**src/rtl/rxf_pkg.sv**
```systemverilog
package rxf_pkg;
    typedef enum logic [1:0] {
        EN_OFF  = 2'd0,
        EN_RUN  = 2'd1,
        EN_HALT = 2'd2
    } en_state_t;

    typedef enum logic {
        BUF_EMPTY = 1'b0,
        BUF_HELD  = 1'b1
    } buf_state_t;

    typedef enum logic {
        IRQ_ON_REACH = 1'b0,
        IRQ_ON_EVERY = 1'b1
    } irq_mode_t;
endpackage

```
**src/rtl/rxf_hold_buf.sv**
```systemverilog
module rxf_hold_buf
    import rxf_pkg::*;
#(
    parameter int W = 9
) (
    input  logic         clk,
    input  logic         rst_n,
    input  logic         load,
    input  logic         take,
    input  logic         ovr_clr,
    input  logic [W-1:0] din,
    output logic         held,
    output logic [W-1:0] dout,
    output logic         ovr
);
    buf_state_t state_q, state_d;
    logic [W-1:0] data_q;
    logic         ovr_q;
    logic         accept;
    logic         ovr_set;

    always_ff @(posedge clk or negedge rst_n) begin
        if (!rst_n) state_q <= BUF_EMPTY;
        else        state_q <= state_d;
    end

    always_comb begin
        state_d = state_q;
        unique case (state_q)
            BUF_EMPTY: if (load)          state_d = BUF_HELD;
            BUF_HELD:  if (take && !load) state_d = BUF_EMPTY;
            default:                      state_d = BUF_EMPTY;
        endcase
    end

    // a slot is free if empty or emptying this cycle
    assign accept  = load && ((state_q == BUF_EMPTY) || take);
    assign ovr_set = load && (state_q == BUF_HELD) && !take;

    always_ff @(posedge clk or negedge rst_n) begin
        if (!rst_n) begin
            data_q <= '0;
            ovr_q  <= 1'b0;
        end else begin
            if (accept)       data_q <= din;
            if (ovr_clr)      ovr_q  <= 1'b0;
            else if (ovr_set) ovr_q  <= 1'b1;
        end
    end

    always_comb begin
        held = (state_q == BUF_HELD);
        dout = data_q;
        ovr  = ovr_q;
    end
endmodule

```
**src/rtl/rxf_ring.sv**
```systemverilog
module rxf_ring #(
    parameter int W     = 9,
    parameter int DEPTH = 4,
    localparam int PTR_W = (DEPTH > 1) ? $clog2(DEPTH) : 1,
    localparam int CNT_W = $clog2(DEPTH + 1)
) (
    input  logic             clk,
    input  logic             rst_n,
    input  logic             push,
    input  logic             pop,
    input  logic             flush,
    input  logic [W-1:0]     din,
    output logic [W-1:0]     head,
    output logic [CNT_W-1:0] cnt
);
    logic [W-1:0]     mem [DEPTH];
    logic [DEPTH-1:0] we;
    logic [PTR_W-1:0] wr_ptr, rd_ptr;
    logic [CNT_W-1:0] cnt_q;

    function automatic logic [PTR_W-1:0] nxt(input logic [PTR_W-1:0] p);
        return (p == PTR_W'(DEPTH - 1)) ? '0 : p + PTR_W'(1);
    endfunction

    for (genvar g = 0; g < DEPTH; g++) begin : g_we
        assign we[g] = push && (wr_ptr == PTR_W'(g));
    end

    always_ff @(posedge clk) begin
        for (int i = 0; i < DEPTH; i++) begin
            if (we[i]) mem[i] <= din;
        end
    end

    always_ff @(posedge clk or negedge rst_n) begin
        if (!rst_n) begin
            wr_ptr <= '0;
            rd_ptr <= '0;
            cnt_q  <= '0;
        end else if (flush) begin
            wr_ptr <= '0;
            rd_ptr <= '0;
            cnt_q  <= '0;
        end else begin
            if (push) wr_ptr <= nxt(wr_ptr);
            if (pop)  rd_ptr <= nxt(rd_ptr);
            unique case ({push, pop})
                2'b10:   cnt_q <= cnt_q + CNT_W'(1);
                2'b01:   cnt_q <= cnt_q - CNT_W'(1);
                default: cnt_q <= cnt_q;
            endcase
        end
    end

    assign head = mem[rd_ptr];
    assign cnt  = cnt_q;
endmodule

```
**src/rtl/rxf_ctrl.sv**
```systemverilog
module rxf_ctrl
    import rxf_pkg::*;
#(
    parameter int CNT_W = 3
) (
    input  logic             clk,
    input  logic             rst_n,
    input  logic             en_wr,
    input  logic             en_wdata,
    input  logic             stop_ok,
    input  logic             push,
    input  logic             pop,
    input  logic             flush,
    input  logic             cond_in,
    input  logic [CNT_W-1:0] cnt,
    input  logic [CNT_W-1:0] level,
    output logic             rx_en,
    output logic             irq
);
    en_state_t        st_q, st_d;
    irq_mode_t        mode_q;
    logic             irq_q;
    logic [CNT_W-1:0] cnt_next;
    logic             reach;
    logic             every;

    always_comb begin
        if (flush)            cnt_next = '0;
        else if (push && !pop) cnt_next = cnt + CNT_W'(1);
        else if (pop && !push) cnt_next = cnt - CNT_W'(1);
        else                  cnt_next = cnt;
    end

    assign reach = push && !pop && !flush && (cnt_next == level);
    assign every = push && !flush && (cnt_next >= level);

    always_ff @(posedge clk or negedge rst_n) begin
        if (!rst_n) st_q <= EN_OFF;
        else        st_q <= st_d;
    end

    always_comb begin
        st_d = st_q;
        unique case (st_q)
            EN_OFF:  if (en_wr && en_wdata) st_d = EN_RUN;
            EN_RUN:  begin
                if (en_wr)                 st_d = en_wdata ? EN_RUN : EN_OFF;
                else if (reach && stop_ok) st_d = EN_HALT;
            end
            EN_HALT: if (en_wr)             st_d = en_wdata ? EN_RUN : EN_OFF;
            default:                        st_d = EN_OFF;
        endcase
    end

    always_ff @(posedge clk or negedge rst_n) begin
        if (!rst_n) begin
            mode_q <= IRQ_ON_REACH;
            irq_q  <= 1'b0;
        end else begin
            if (flush) mode_q <= irq_mode_t'(cond_in);
            irq_q <= (mode_q == IRQ_ON_EVERY) ? every : reach;
        end
    end

    always_comb begin
        rx_en = (st_q == EN_RUN);
        irq   = irq_q;
    end
endmodule

```
**src/rtl/rx_fifo_autostop.sv**
```systemverilog
module rx_fifo_autostop
    import rxf_pkg::*;
#(
    parameter int DATA_W = 8,
    parameter int DEPTH  = 4,
    parameter int LVL_W  = 2,
    localparam int CNT_W = $clog2(DEPTH + 1),
    localparam int ENT_W = DATA_W + 1
) (
    input  logic              clk,
    input  logic              rst_n,
    input  logic              byte_done,
    input  logic [DATA_W-1:0] byte_data,
    input  logic              byte_perr,
    input  logic              en_wr,
    input  logic              en_wdata,
    input  logic              half_duplex,
    input  logic              auto_stop,
    input  logic [LVL_W-1:0]  fill_sel,
    input  logic              irq_cond,
    input  logic              clr_wr,
    input  logic [1:0]        clr_code,
    input  logic              rd_stb,
    output logic [DATA_W-1:0] rd_data,
    output logic              rd_perr,
    output logic [CNT_W-1:0]  fifo_cnt,
    output logic              rx_irq,
    output logic              buf_full,
    output logic              overrun,
    output logic              rx_en,
    output logic              sclk_run
);
    logic             load, flush, full, pop, xfer;
    logic [CNT_W-1:0] level;
    logic [ENT_W-1:0] buf_q, head;

    assign level = (fill_sel == '0) ? CNT_W'(DEPTH) : CNT_W'(fill_sel);
    assign load  = byte_done && rx_en;
    assign flush = clr_wr && (clr_code == 2'b11);
    assign full  = (fifo_cnt >= level);
    assign pop   = rd_stb && (fifo_cnt != '0) && !flush;
    assign xfer  = buf_full && !flush && (!full || pop);

    rxf_hold_buf #(.W(ENT_W)) u_buf (
        .clk     (clk),
        .rst_n   (rst_n),
        .load    (load),
        .take    (xfer),
        .ovr_clr (flush),
        .din     ({byte_perr, byte_data}),
        .held    (buf_full),
        .dout    (buf_q),
        .ovr     (overrun)
    );

    rxf_ring #(.W(ENT_W), .DEPTH(DEPTH)) u_ring (
        .clk   (clk),
        .rst_n (rst_n),
        .push  (xfer),
        .pop   (pop),
        .flush (flush),
        .din   (buf_q),
        .head  (head),
        .cnt   (fifo_cnt)
    );

    rxf_ctrl #(.CNT_W(CNT_W)) u_ctrl (
        .clk      (clk),
        .rst_n    (rst_n),
        .en_wr    (en_wr),
        .en_wdata (en_wdata),
        .stop_ok  (auto_stop && half_duplex),
        .push     (xfer),
        .pop      (pop),
        .flush    (flush),
        .cond_in  (irq_cond),
        .cnt      (fifo_cnt),
        .level    (level),
        .rx_en    (rx_en),
        .irq      (rx_irq)
    );

    assign rd_data  = head[DATA_W-1:0];
    assign rd_perr  = head[DATA_W];
    assign sclk_run = rx_en && half_duplex;
endmodule

```
**config.mk**
```make
export PLATFORM = sky130hd
export DESIGN_NAME = rx_fifo_autostop
export DESIGN_NICKNAME = d
export VERILOG_FILES = /design/src/rtl/rxf_pkg.sv /design/src/rtl/rxf_hold_buf.sv /design/src/rtl/rxf_ring.sv /design/src/rtl/rxf_ctrl.sv /design/src/rtl/rx_fifo_autostop.sv
export SDC_FILE = /design/constraint.sdc
export NUM_CORES = 1
export LEC_CHECK = 0
export BUFFER_PORTS_ARGS = -buffer_cell sky130_fd_sc_hd__buf_2
export CAP_MARGIN = 30
export CELL_PAD_IN_SITES_DETAIL_PLACEMENT = 2
export CELL_PAD_IN_SITES_GLOBAL_PLACEMENT = 2
export CORE_ASPECT_RATIO = 1.2
export CORE_MARGIN = 3
export CORE_UTILIZATION = 40
export DETAILED_ROUTE_END_ITERATION = 8
export GPL_TIMING_DRIVEN = 0
export PLACE_DENSITY = 0.89
export SKIP_CTS_REPAIR_TIMING = 1
export SLEW_MARGIN = 10
export SYNTH_ARGS = -nofsm -noshare
export SYNTH_HDL_FRONTEND = slang
export SYNTH_HIERARCHICAL = 1
export SYNTH_SLANG_ARGS = --single-unit
```
**constraint.sdc**
```tcl
create_clock -name clk -period 3.9 [get_ports clk]
set_input_delay 0.39 -clock clk [delete_from_list [all_inputs] [get_ports clk]]
set_output_delay 0.39 -clock clk [all_outputs]
set_load 0.02 [all_outputs]
```
Word level (Yosys, flattened, before mapping)
Memories as Yosys holds them, arrays and structs flattened.
Cells that the tools add are included.

storage, ports and cells
  bits in writable memories = 36
  memories kept = 1
  bits of input ports = 23
  flip-flop bits (word level) = 22

memories
  memory      words  bits a word  read ports  clocked after Yosys merged registers in  wr ports  RTL line        text
  u_ring.mem  4      9            1           0                                        1         rxf_ring.sv:16  logic [W-1:0] mem [DEPTH];

operators by class
  magnitude comparators = 2
  bitwise operators = 1
  add/subtract/negate cells = 4
  reduce and logical (&&, ||, !) cells = 43
  muxes and demuxes = 41
  equality and inequality tests = 13

operators with widths
  kind                   count
  $mux W9                3
  $reduce_or A9 Y1       3
  $mux W2                13
  $logic_and A1 B1 Y1    24
  $mux W1                17
  $mux W3                5
  $eq A2 B2 Y1 const B   6
  $eq A2 B1 Y1 const B   3
  $ge A3 B3 Y1           2
  $logic_not A2 Y1       3
  $pmux W2 S3            1
  $pmux W3 S2            1
  $reduce_bool A2 Y1     3
  $reduce_bool A3 Y1     2
  $logic_not A1 Y1       5
  $add A2 B1 Y2 const B  2
  $add A3 B1 Y3 const B  1
  $eq A3 B3 Y1           1
  $ne A3 B2 Y1 const B   1
  $reduce_and A3 Y1      1
  $sub A3 B1 Y3 const B  1
  $logic_or A1 B1 Y1     2
  $ne A2 B1 Y1 const B   1
  $ne A2 B2 Y1 const B   1
  2 further kinds        2

Depth between registers and ports, before layout
  word-level depth = 17
  mapped depth = 12
  mapped depth without buffers = 12

Hierarchy
Netlist, hierarchy kept.

modules (own cells, without submodules)
  module            area each (um^2)  cells each  instances
  rxf_ring          1,761.7           90          1
  rxf_hold_buf      422.9             26          1
  rxf_ctrl          385.4             43          1
  rx_fifo_autostop  143.9             21          1

Least setup slack after synthesis
OpenSTA, ideal clock, no wires.

  path type = input to register
  from = input fill_sel[0]
  to = register u_ctrl.st_q[0]
  arrival = 3.057 ns
  path slack = 0.723 ns
  stages on the path = 12
  data required time = 3.780 ns
  path through = or2_2 > ha_1 > a21oi_2 > o21ai_1 > a211oi_2 > and3b_2 > a21oi_2 > mux2_1 > ha_1 > and4b_2 > a31oi_1 > a31o_2

between the ends
  longest elaborated chain between the ends = 16
  elaborated cells between the ends (all ways) = 18
  classes of those cells = 1 x order compare; 2 x eq/ne; 4 x mux; 11 x reduce/logical

RTL lines
  what                           RTL line                text
  from (decl)                    rx_fifo_autostop.sv:19  input logic [LVL_W-1:0] fill_sel,
  $logic_not A2 Y1               rx_fifo_autostop.sv:37  assign level = (fill_sel == '0) ? CNT_W'(DEPTH) : CNT_W'(fill_sel);
  $mux W3 *                      rx_fifo_autostop.sv:37
  $ge A3 B3 Y1 *                 rx_fifo_autostop.sv:40  assign full = (fifo_cnt >= level);
  $logic_not A1 Y1 *             rx_fifo_autostop.sv:42  assign xfer = buf_full && !flush && (!full || pop);
  $logic_or A1 B1 Y1 *           rx_fifo_autostop.sv:42
  $logic_and A1 B1 Y1 *          rx_fifo_autostop.sv:42
  net xfer                       rx_fifo_autostop.sv:33  logic load, flush, full, pop, xfer;
  $logic_not A1 Y1               rxf_ctrl.sv:30          else if (pop && !push) cnt_next = cnt - CNT_W'(1);
  $logic_and A1 B1 Y1            rxf_ctrl.sv:30
  $mux W3                        rxf_ctrl.sv:30
  $mux W3                        rxf_ctrl.sv:29          else if (push && !pop) cnt_next = cnt + CNT_W'(1);
  $mux W3                        rxf_ctrl.sv:28          if (flush) cnt_next = '0;
  $eq A3 B3 Y1                   rxf_ctrl.sv:34          assign reach = push && !pop && !flush && (cnt_next == level);
  $logic_and A1 B1 Y1 *          rxf_ctrl.sv:34
  $logic_and A1 B1 Y1 *          rxf_ctrl.sv:48          else if (reach && stop_ok) st_d = EN_HALT;
  $ne A3 B2 Y1 (no line) *       --
  $reduce_and A3 Y1 (no line) *  --
  to (signal assigned)           rxf_ctrl.sv:39          else st_q <= st_d;
  to (decl)                      rxf_ctrl.sv:20          en_state_t st_q, st_d;

The timed path passes the listed nets; every way through them passes the cells marked *.
A chain may end at the register's enable or synchronous reset.

Worst setup path after layout
  from = register u_ring.cnt_q[0] (netlist: u_ring/cnt[0])
  to = register u_ctrl.st_q[0]

between the ends
  longest elaborated chain between the ends = 15
  elaborated cells between the ends (all ways) = 22
  classes of those cells = 2 x add/sub; 1 x order compare; 2 x eq/ne; 3 x mux; 14 x reduce/logical

RTL lines
  what                                                  RTL line                text
  from (decl)                                           rxf_ring.sv:19          logic [CNT_W-1:0] cnt_q;
  from (signal assigned)                                rxf_ring.sv:48          2'b10: cnt_q <= cnt_q + CNT_W'(1);
  from (signal assigned)                                rxf_ring.sv:49          2'b01: cnt_q <= cnt_q - CNT_W'(1);
  from (signal assigned)                                rxf_ring.sv:50          default: cnt_q <= cnt_q;
  branches (longest 3 deep; another with $ge A3 B3 Y1)  --
  $logic_or A1 B1 Y1 *                                  rx_fifo_autostop.sv:42
  $logic_and A1 B1 Y1 *                                 rx_fifo_autostop.sv:42
  net xfer                                              rx_fifo_autostop.sv:33
  $logic_not A1 Y1                                      rxf_ctrl.sv:30
  $logic_and A1 B1 Y1                                   rxf_ctrl.sv:30
  $mux W3                                               rxf_ctrl.sv:30
  $mux W3                                               rxf_ctrl.sv:29
  $mux W3                                               rxf_ctrl.sv:28
  $eq A3 B3 Y1                                          rxf_ctrl.sv:34
  $logic_and A1 B1 Y1 *                                 rxf_ctrl.sv:34
  $logic_and A1 B1 Y1 *                                 rxf_ctrl.sv:48
  $ne A3 B2 Y1 (no line) *                              --
  $reduce_and A3 Y1 (no line) *                         --

Mark *: on every way through the listed nets, which the timed path passes.

==> run_results.csv <==
group,metric,value,unit
critical_path,crit_path_max_incr_delay,0.58,ns
finish,mostFrequentLayoutCells,"40 x buf_2, 36 x edfxtp_1, 22 x dfrtp_1, 13 x ha_1, 12 x inv_1",
synth,synth.net_count,217,
critical_path,r2r_cells,12,
floorplanning,die_w,81.2,um
power,ir_drop,0.309,mV
power,powerDensity,850,mW/mm2
synth,mappedNetlistArea,0.00271,mm2
sta,worst_clock_skew,0.00460,ns
finish,antenna_cells,0,
floorplanning,io_pins,40,
clock_tree,path_clk_slew,0.07,ns
critical_path,critical_path.top_delay_family,"compound AO/OA/AOI/OAI gates",
critical_path,worst_ep_required_time,4.12,ns
synth,synth_seq_cells,58,
critical_path,critPathLaunchType,"flip-flop",
floorplanning,rows,32,
clock_tree,cts.sinks,58,
synth,ys_seq_area_frac,0.601,
floorplanning,die_area,0.00781,mm2
critical_path,crit_fanout,9,
finish,multiInputGateArea,998,um2
detailed_routing,drtIter0Drc,56,
floorplanning,start_util,0.418,
critical_path,path_depth,12,
synth,synthCells,180,
clock_tree,clk_latency,0.33,ns
place,numPortBuffers,39,
place,dp_slack,0.254,ns
min_path,hold_class,"primary input to asynchronous set/reset pin",
critical_path,crit_top_cell,"ha_1",
sta,clock.fmax,0.291,GHz
detailed_routing,num_vias,1630,
sta,tns,0,ns
finish,area.sequential,0.00163,mm2
finish,area_growth,20.0,%
critical_path,cp_cell_sequence,"inv_1 -> ha_1 -> nor2b_1 -> o21ai_1 -> a211oi_2 -> and3b_2 -> a21oi_2 -> mux2_1 -> ha_1 -> and4b_2 -> a31oi_1 -> a31o_2",
finish,nets,267,
synth,ys.flop_type,"edfxtp_1",
clock_tree,h-tree-depth,3,
sta,drv_slew,0,
finish,layout-drive-gt1-share,0.379,
place,place_hpwl,4530,um
critical_path,reg2reg_from,"u_ring/cnt[0]",
sta,finalHoldViolCount,0,
global_routing,grt_max_degree,23,
detailed_routing,ant_nets,0,
global_routing,grt_pass1_wl,9920,um
sta,setup_viol,0,
global_routing,antenna_found_initial,0,
place,placed_area,0.00302,mm2
place,place.gp.congestion,0.715,
critical_path,criticalPathCategory,"flip-flop to flip-flop",
global_routing,overflow,0,
synth,yosys_warnings,6,
clock_tree,cts_buffer_depth,2,
sta,fin_crit_sh,0.882,
power,p_leak,1.37,nW
synth,async_flop_share,0.379,
sta,slew_headroom,0.587,
detailed_routing,drc,0,
detailed_routing,vias_per_cell,5.09,
synth,synthDistinctLibCells,45,
run_status,status,"completed",
clock_tree,cts-root-buf,"clkbuf_8",
flow_run,timing.max_cap.violations,0,
finish,final_area,0.00326,mm2
global_routing,track_usage,0.181,
detailed_routing,firstDrtPassIters,3,
synth,synth_edf_count,36,
detailed_routing,wl_per_cell,19.4,um
floorplanning,design.core.area,0.00649,mm2
finish,final_common_cell,"buf_2",
sta,tightest_slew,0.619,ns
clock_tree,cts_buffers,9,
sta,min_period,3.44,ns
clock_tree,cts_tree,"yes",
floorplanning,die_h,96.2,um
critical_path,cpMaxStageDelayCell,"dfrtp_1",
critical_path,cp.arrival,3.66,ns
critical_path,end_kind,"flip-flop",
critical_path,critPathLaunch,"u_ring/cnt[0]",
synth,avgSynthCellArea,15.1,um2
global_routing,grt_pass1_vias,1852,
sta,rsz0062_at_grt,"false",
critical_path,critPathBufInv,1,
detailed_routing,routed_wl,6220,um
finish,num-fill-cells,667,
sta,setup_ws,0.460,ns
[cell families (layout without fill, tap and decap cells)]
kind of cell               count (synthesis)  after routing  synth area share
adders and majority gates                 14             14            0.0673
and+or+nand+nor                           46             46             0.106
DFF                                       58             58             0.601
buffers and inverters                     18             73            0.0309
xor gates and xnor gates                   4              4            0.0157
AOI/OAI and AO/OA                         16             16            0.0429
muxes                                     24             24             0.136
[where the power goes]
part / total, W / internal, W / leakage, nW / switching [W]
logic: 0.00103 / 0.000463 / 0.649 / 0.000565
clock network: 0.000671 / 0.000424 / 0.120 / 0.000247
registers: 0.00107 / 0.000903 / 0.597 / 0.000166
total: 0.00277 / 0.00179 / 1.37 / 0.000978
[through the flow]
stage	power (W)	hold slack [ns]	util	std cells
floorplan	0.00178	0.0944	-	180
global placement	0.00202	0.410	0.465	304
detailed placement	0.00213	0.398	0.465	304
CTS	0.00282	0.0475	0.502	320
global route	0.00297	0.0642	0.502	320
finish	0.00277	0.0376	0.502	320
[cell usage after synthesis (all sizes together), types with 2 or more instances]
cell,number,share of area
a21oi,5,0.012
a31oi,3,0.0069
and2,7,0.016
and2b,3,0.0083
and3b,2,0.0069
buf,4,0.012
clkbuf,2,0.0028
dfrtp,22,0.20
edfxtp,36,0.40
ha,13,0.060
inv,12,0.017
mux2,11,0.046
mux2i,4,0.015
mux4,9,0.076
nand2,6,0.011
nand2b,4,0.012
nor2,11,0.015
nor2b,3,0.0069
nor3b,3,0.010
o21ai,2,0.0037
xnor2,3,0.0097
[final cells by class]
type | count | area share
Inverter | 12 | 0.0138
Tap cell | 85 | 0.0327
Sequential cell | 58 | 0.501
Multi-Input combinational cell | 104 | 0.307
Clock inverter | 7 | 0.0357
Clock buffer | 9 | 0.0380
Buffer | 6 | 0.0119
Timing Repair Buffer | 39 | 0.0600
[metal layers]
metal / up-vias / part of all wire / GRT usage
met5: - / 0 / 0
met4: 0 / 0.013 / 0.0634
met3: 7 / 0.037 / 0.0440
met2: 36 / 0.57 / 0.341
met1: 834 / 0.38 / 0.194
li1: 753 / - / -
[worst paths after layout]
kind | end | slack [ns]
worst min register to register | u_ctrl/irq | 0.50
worst max register to register | u_ctrl/st_q[0] | 0.46
worst min-delay path | u_ctrl/mode_q | 0.04
worst max-delay path | u_ctrl/st_q[0] | 0.46
min in group clk | u_ctrl/st_q[1] | 0.24
max in group asynchronous | u_ring/wr_ptr[1] | 3.50
[sequential cells by signal, indices dropped and copies added, names as in the netlist]
signal	count
u_ctrl/irq	1
u_ring/mem	36
u_buf/dout	9
u_buf/held	1
u_ctrl/mode_q	1
u_ctrl/st_q	2
u_ring/cnt	3
u_buf/ovr	1
u_ring/wr_ptr	2
u_ring/rd_ptr	2
[worst reg2reg max path, cell delays in order (launching register included)]
cell and delay (ns):
dfrtp_1 0.58, inv_1 0.09, ha_1 0.30, nor2b_1 0.12
o21ai_1 0.10, a211oi_2 0.52, and3b_2 0.28, a21oi_2 0.11
mux2_1 0.33, ha_1 0.31, and4b_2 0.26, a31oi_1 0.11
a31o_2 0.22
Note: power is estimated with default switching activity, not from simulation.
